### config.mk
export PLATFORM = sky130hd
export DESIGN_NAME = andor_match_row
export DESIGN_NICKNAME = d
export VERILOG_FILES = /design/src/rtl/andor_pkg.sv /design/src/rtl/or_tree.sv /design/src/rtl/qual_cell.sv /design/src/rtl/match_column.sv /design/src/rtl/andor_match_row.sv
export SDC_FILE = /design/constraint.sdc
export NUM_CORES = 1
export LEC_CHECK = 0
export ABC_AREA = 1
export BUFFER_PORTS_ARGS = -buffer_cell sky130_fd_sc_hd__buf_2
export CORE_MARGIN = 2
export CORE_UTILIZATION = 31
export CTS_CLUSTER_SIZE = 12
export DETAILED_ROUTE_END_ITERATION = 8
export PLACE_DENSITY = 0.84
export SLEW_MARGIN = 20
export SYNTH_ARGS = -nofsm -noshare
export SYNTH_HDL_FRONTEND = slang
export SYNTH_SLANG_ARGS = --single-unit
### constraint.sdc
create_clock -name clk -period 1.5 [get_ports clk]
set_input_delay 0.225 -clock clk [delete_from_list [all_inputs] [get_ports clk]]
set_output_delay 0.225 -clock clk [all_outputs]
set_load 0.1 [all_outputs]
### src/rtl/andor_pkg.sv
package andor_pkg;

  localparam int unsigned COLS_DEF  = 4;
  localparam int unsigned TERMS_DEF = 16;

  // Final stage of a column: the reduced match merged with the override.
  function automatic logic merge_override(input logic any_term, input logic force_set);
    return any_term | force_set;
  endfunction

  // Recirculating select in front of the qualifier register.
  function automatic logic qual_next(input logic wr_en, input logic din, input logic held);
    return wr_en ? din : held;
  endfunction

endpackage

### src/rtl/or_tree.sv
module or_tree #(
  parameter int unsigned WIDTH = 16
) (
  input  logic [WIDTH-1:0] leaves,
  output logic             root
);

  localparam int unsigned LEVELS = (WIDTH > 1) ? $clog2(WIDTH) : 1;
  localparam int unsigned PADDED = 1 << LEVELS;

  // Pairwise reduction, halving the live width each level.
  function automatic logic reduce_pairs(input logic [PADDED-1:0] x);
    logic [PADDED-1:0] t;
    t = x;
    for (int span = PADDED / 2; span >= 1; span = span / 2) begin
      for (int i = 0; i < span; i++) begin
        t[i] = t[2*i] | t[2*i+1];
      end
    end
    return t[0];
  endfunction

  logic [PADDED-1:0] padded;

  always_comb begin
    padded = '0;
    padded[WIDTH-1:0] = leaves;
  end

  assign root = reduce_pairs(padded);

endmodule

### src/rtl/qual_cell.sv
module qual_cell (
  input  logic clk,
  input  logic rst,
  input  logic wr_en,
  input  logic din,
  output logic qual_q
);
  import andor_pkg::*;

  always_ff @(posedge clk) begin
    if (rst) qual_q <= 1'b0;
    else     qual_q <= qual_next(wr_en, din, qual_q);
  end

  // a write select loads the data bit
  a_r2_load: assert property (@(posedge clk) disable iff (rst)
    wr_en |=> (qual_q == $past(din)));

  // without a write select the stored bit is held
  a_r3_hold: assert property (@(posedge clk) disable iff (rst)
    !wr_en |=> $stable(qual_q));

endmodule

### src/rtl/match_column.sv
module match_column #(
  parameter int unsigned TERMS = 16
) (
  input  logic             clk,
  input  logic             rst,
  input  logic             wr_en,
  input  logic             qual_din,
  input  logic             row_sel,
  input  logic             force_set,
  input  logic [TERMS-1:0] terms,
  output logic             hit_q
);
  import andor_pkg::*;

  logic             qual_q;
  logic [TERMS-1:0] products;
  logic             any_term;
  logic             hit_next;

  qual_cell u_qual (
    .clk    (clk),
    .rst    (rst),
    .wr_en  (wr_en),
    .din    (qual_din),
    .qual_q (qual_q)
  );

  genvar t;
  generate
    for (t = 0; t < TERMS; t++) begin : g_prod
      assign products[t] = terms[t] & qual_q & row_sel;
    end
  endgenerate

  or_tree #(.WIDTH(TERMS)) u_tree (
    .leaves (products),
    .root   (any_term)
  );

  assign hit_next = merge_override(any_term, force_set);

  always_ff @(posedge clk) begin
    if (rst) hit_q <= 1'b0;
    else     hit_q <= hit_next;
  end

  // an active product term yields a hit
  a_r4_term_hits: assert property (@(posedge clk) disable iff (rst)
    any_term |=> hit_q);

  // select low without override blocks the column
  a_r5_sel_blocks: assert property (@(posedge clk) disable iff (rst)
    (!row_sel && !force_set) |=> !hit_q);

  // a cleared qualifier masks every term
  a_r6_qual_masks: assert property (@(posedge clk) disable iff (rst)
    (!qual_q && !force_set) |=> !hit_q);

  // the override sets the hit bit
  a_r7_force_sets: assert property (@(posedge clk) disable iff (rst)
    force_set |=> hit_q);

  // with no term and no override the bit drops
  a_r9_not_sticky: assert property (@(posedge clk) disable iff (rst)
    (!any_term && !force_set) |=> !hit_q);

endmodule

### src/rtl/andor_match_row.sv
module andor_match_row #(
  parameter int unsigned COLS  = andor_pkg::COLS_DEF,
  parameter int unsigned TERMS = andor_pkg::TERMS_DEF
) (
  input  logic                  clk,
  input  logic                  rst,
  input  logic [COLS-1:0]       wr_sel,
  input  logic [COLS-1:0]       qual_din,
  input  logic                  row_sel,
  input  logic                  force_set,
  input  logic [COLS*TERMS-1:0] term_in,
  output logic [COLS-1:0]       hit_q
);

  localparam int unsigned TERM_BITS = COLS * TERMS;

  logic [TERM_BITS-1:0] term_bus;
  assign term_bus = term_in;

  genvar c;
  generate
    for (c = 0; c < COLS; c++) begin : g_col
      match_column #(.TERMS(TERMS)) u_col (
        .clk       (clk),
        .rst       (rst),
        .wr_en     (wr_sel[c]),
        .qual_din  (qual_din[c]),
        .row_sel   (row_sel),
        .force_set (force_set),
        .terms     (term_bus[c*TERMS +: TERMS]),
        .hit_q     (hit_q[c])
      );
    end
  endgenerate

  // reset clears the output regardless of the override
  a_r1_reset_clears: assert property (@(posedge clk)
    rst |=> (hit_q == '0));

  // override sets all columns together
  a_r7_all_set: assert property (@(posedge clk) disable iff (rst)
    force_set |=> (hit_q == {COLS{1'b1}}));

endmodule

==> results.tsv, run 1 <==
metric	value	unit
status	finished, final reports clean	
crit_path_max_fanout	1	
routedWlPerCell	8.438	um
synth_compound_area_share	3.678	%
grt_setup_unrepaired	false	
whs	0.2085	ns
grt_first_pass_wirelength	2.208	mm
cts.clk_slew.worst_paths	0.05	ns
cts_resized	0	
report.final.setup_viol	0	
vias_per_cell	4.255	
ir_drop	455.1	uV
final_nets	253	
fin_util	56.15	%
yosysTopAreaCell	nor2_1	
cts_setup_buffers	0	
antenna_cells	0	
cts_hold_buf	0	
synth-adder-area-share	0	%
syn-num-nets	174	
antenna_found_initial	0	
met1_usage	12.14	%
die-width	45.90	um
finalPower	0.0005911	W
placed_cells	189	
holdCritPathClass	input port to register	
grt-busiest-layer	met2	
p_leak	0.5602	nW
timing.slew.headroom	67.83	%
clock-root-buffer	clkbuf_4	
synth_most_common_cell	nor2_1	
firstDrtPassIters	4	
die_y	45.90	um
slowest_delay	0.41	ns
numCtsBuffers	3	
maxCapViolations	0	
grt_use_met3	5.952	%
cts.sinks	8	
postSynthCellCount	98	
cp-start-kind	register	
ys_ff_latch	8	
cp-end-kind	output pin	
grt_max_degree	9	
yosysWarnings	0	
ys.flop_type	dfxtp_1	
seq_area_frac_synth	29.43	%
required	1.27	ns
vias	817	
clk_latency	0.25	ns
final.setup.tns	0	ns
slowest_stage	buf_2	
drt_iter0_markers	7	
die-area	2107	um^2
ios	80	
yosys-top-cells-area	nor2_1 30%, dfxtp_1 29%, nand2_1 19%	
syn-cell-area	544.3	um^2
syn_avg_cell_area	5.554	um^2
post-route-period-util	79.03	%
finalHoldViolCount	0	
finalClockSkew	0.003289	ns
arrival	0.96	ns
synth_top_family_by_area	simple AND/OR/NAND/NOR gates	
htreeDepth	1	
grt_pass1_vias	677	
fmax	843.6	MHz
grt_overflow_total	0	
async_flop_share	0	%
rows	15	
syn2layout_area_growth	74.25	%
cts_tree	yes	
port_buffers	79	
core	1689	um^2
synth_top_cell_area_share	30.34	%
synth-simple-area-share	49.66	%
powerDensity	623.2	nW/um^2
routabilityCongestion	0.6428	
fin_crit	1.185	ns
synth_mux_area_share	7.356	%
cp_top_family	buffers and inverters	
synth_edf_count	0	
yosysUniqueCellTypes	8	
yosys.area_share.xor_xnor	0	%
crit_chain	buf_2	
wirelength	1.620	mm
clockBufferDepth	2	
drive_above_1_share	46.86	%
start_util	32.22	%
slew_violations	0	
critPathBufInv	1	
track_usage	14.65	%
ys_top_cells_by_count	44 x nor2_1, 28 x nand2_1, 8 x dfxtp_1	
nFillCells	185	
grt_use_met2	29.44	%
place_hpwl	1.469	mm
drc	0	
antenna_left	0	
critPathKind	register to output pin	
tightest_slew	0.4859	ns
stdcell_count	192	
state kept, by name, summed over array words and instances, names as in the netlist:
| signal | count |
|---|---|
| g_col.u_col.u_qual.qual_q | 4 |
| g_col.u_col.hit_q | 4 |
layout make-up:
type | count | area, um^2 | share of cell area, %
repair buffers | 79 | 395.4 | 41.69
clock buffers | 3 | 22.52 | 2.375
inverters | 5 | 18.77 | 1.979
flip-flops and latches | 8 | 160.2 | 16.89
multi-input cells | 80 | 330.3 | 34.83
well taps | 17 | 21.27 | 2.243
final timing paths:
kind              slack, ns                         start  cells past startpoint                            to
setup reg to reg       0.84  g_col[2].u_col.u_qual.qual_q                      4          g_col[2].u_col.hit_q
setup / recovery       0.31          g_col[0].u_col.hit_q                      1                      hit_q[0]
hold reg to reg        0.50  g_col[1].u_col.u_qual.qual_q                      2  g_col[1].u_col.u_qual.qual_q
hold / removal         0.21                   qual_din[3]                      3  g_col[3].u_col.u_qual.qual_q
per-stage QoR:
| step | setup slack, ns | cell area, um^2 |
|---|---|---|
| after CTS | 0.3019 | 948.4 |
| final | 0.3146 | 948.4 |
| after floorplan | 0.7167 | 544.3 |
| after global placement | 0.5835 | 925.9 |
| after detailed placement | 0.5780 | 925.9 |
| after global routing | 0.2762 | 948.4 |
cell families (layout without fill, tap and decap cells):
kind of cell	Yosys count	count (layout)
flip-flops	8	8
AO/OA/AOI/OAI	4	4
multiplexers	4	4
buffers and inverters	10	87
AND/OR/NAND/NOR	72	72
per-layer routing:
layer	wire, um	up-vias
met5	0	-
met4	9	0
met1	556	329
met3	167	2
met2	886	39
li1	-	447
report_power, final:
part / total [W] / switching [W] / internal [W] / leakage (nW)
clock network: 0.000161 / 0.0000698 / 0.0000913 / 0.0138
registers: 0.000230 / 0.00000431 / 0.000226 / 0.0664
logic: 0.000200 / 0.000105 / 0.0000949 / 0.480
layout by cell type (no fill, tap or decap):
cell,instances
buf_2,79
nand2_1,28
clkbuf_4,3
dfxtp_1,8
inv_1,5
mux2i_1,4
nor2_1,44
a21oi_1,4
No activity file was read; power rests on OpenSTA's default activity.
==> inputs of run 2 (changes only) <==
--- a/config.mk
+++ b/config.mk
@@ -8,10 +8,10 @@
 export ABC_AREA = 1
 export BUFFER_PORTS_ARGS = -buffer_cell sky130_fd_sc_hd__buf_2
 export CORE_MARGIN = 2
-export CORE_UTILIZATION = 31
+export CORE_UTILIZATION = 29
 export CTS_CLUSTER_SIZE = 12
 export DETAILED_ROUTE_END_ITERATION = 8
-export PLACE_DENSITY = 0.84
+export PLACE_DENSITY = 0.79
 export SLEW_MARGIN = 20
 export SYNTH_ARGS = -nofsm -noshare
 export SYNTH_HDL_FRONTEND = slang
==> constraint.sdc (replaced) <==
create_clock -name clk -period 1.2 [get_ports clk]
set_input_delay 0.18 -clock clk [delete_from_list [all_inputs] [get_ports clk]]
set_output_delay 0.18 -clock clk [all_outputs]
set_load 0.1 [all_outputs]
==> run 2 against run 1 <==
Sequential power rose by 27%. Combinational power rose by 38%. Hold slack got worse by 0.042 ns. Die area rose by 6.3%. Cell count rose by 4.2%. Final area rose by 7.4%. Sequential share of layout area fell by 1.2 points. Critical endpoint unchanged. First-iteration DRC count fell by 57%. Clock skew fell by 0.00099 ns. Non-clock buffer count did not move. Clock power rose by 22%.
==> results.tsv, run 2 (same netlist as run 1, synthesis figures left out) <==
metric	value	unit
clock-root-buffer	clkbuf_4	
final_cell_mix	75 x buf_2, 44 x nor2_1, 28 x nand2_1	
fin_util	58.35	%
grt_setup_unrepaired	false	
maxCapViolations	0	
cp-end-kind	output pin	
numCtsBuffers	3	
antenna_found_initial	0	
die-area	2239	um^2
drc	0	
crit_path_max_fanout	1	
antenna_left	0	
timing.slew.headroom	90.97	%
setup_ws	0.2361	ns
place_hpwl	1.506	mm
final.setup.tns	0	ns
drt_iter0_markers	3	
power_frac_comb	35.9	%
pre_cts_slack	0.3612	ns
firstDrtPassIters	2	
wirelength	1.664	mm
cts.clk_slew.worst_paths	0.05	ns
htreeDepth	1	
vias	826	
arrival	0.78	ns
p_sw	0.0002238	W
critPathKind	register to output pin	
clk_latency	0.25	ns
antenna_cells	0	
port_buffers	79	
grt_max_degree	9	
finalClockSkew	0.002295	ns
slowest_delay	0.35	ns
layout_commonest_cell	buf_2	
grt_first_pass_wirelength	2.421	mm
die_y	47.32	um
p_seq_share	38.3	%
ios	80	
power_frac_clock	25.8	%
crit_chain	buf_12	
cts_hold_buf	0	
nFillCells	178	
cp_top_family	flip-flops	
slew_violations	0	
holdCritPathClass	input port to register	
slowest_stage	dfxtp_1	
routedWlPerCell	8.320	um
grt_overflow_total	0	
critPathBufInv	1	
cp-start-kind	register	
required	1.02	ns
fmax	1037	MHz
syn2layout_area_growth	87.13	%
fin_crit	0.9639	ns
tightest_slew	0.1318	ns
start_util	31.18	%
cts.sinks	8	
multiInputGateArea	330.3	um^2
ir_drop	577.5	uV
clockBufferDepth	2	
track_usage	15.23	%
die-width	47.32	um
report.final.setup_viol	0	
cts_resized	0	
finalPower	0.0007648	W
vias_per_cell	4.130	
p_int	0.0005411	W
cts_tree	yes	
grt_pass1_vias	685	
powerDensity	751.0	nW/um^2
rows	15	
p_leak	0.5766	nW
cts_setup_buffers	0	
drive_above_1_share	46.86	%
regArea	160.2	um^2
switching_share	29.26	%
final_nets	253	
status	finished, final reports clean	
routabilityCongestion	0.6825	
post-route-period-util	80.32	%
core	1745	um^2
top_regs	g_col.u_col.hit_q x4, g_col.u_col.u_qual.qual_q x4	
finalHoldViolCount	0	
[run 2: per-layer routing]
metal	GRT usage, %	share of wire (%)	wire length, um	vias up
met5	0	0	0	-
met4	1.111	0.78	13	0
met3	7.308	11	175	2
met2	30.81	54	892	43
met1	13.96	35	582	333
li1	-	-	-	448
[run 2: path summary, 6_finish.rpt]
check,startpoint,to,slack (ns),cells past startpoint
worst max register to register,g_col[1].u_col.u_qual.qual_q,g_col[1].u_col.hit_q,0.56,4
worst min-delay path,qual_din[2],g_col[2].u_col.u_qual.qual_q,0.17,3
worst max-delay path,g_col[0].u_col.hit_q,hit_q[0],0.24,1
worst min register to register,g_col[2].u_col.u_qual.qual_q,g_col[2].u_col.u_qual.qual_q,0.49,2
[run 2: cell type report]
| cell class | count | share of cell area (%) |
|---|---|---|
| Multi-Input combinational cell | 80 | 32.43 |
| Inverter | 5 | 1.843 |
| Clock buffer | 3 | 2.211 |
| Tap cell | 25 | 3.071 |
| Sequential cell | 8 | 15.72 |
| Timing Repair Buffer | 79 | 44.72 |
[run 2: power by group through the flow]
stage	registers (W)	clock network, W	logic, W
after floorplan	0.000292	0	0.000130
after global placement	0.000298	0	0.000269
after detailed placement	0.000298	0	0.000277
after CTS	0.000293	0.000209	0.000278
after global routing	0.000295	0.000233	0.000305
final	0.000293	0.000197	0.000275
[run 2: stage by stage]
stage	cells	area [um^2]	hold WS (ns)
2_1_floorplan	98	544.3	0.3272
3_3_place_gp	197	996.0	0.4100
3_5_place_dp	197	996.0	0.4221
4_1_cts	200	1018	0.1609
5_1_grt	200	1018	0.1508
6_report	200	1018	0.1666
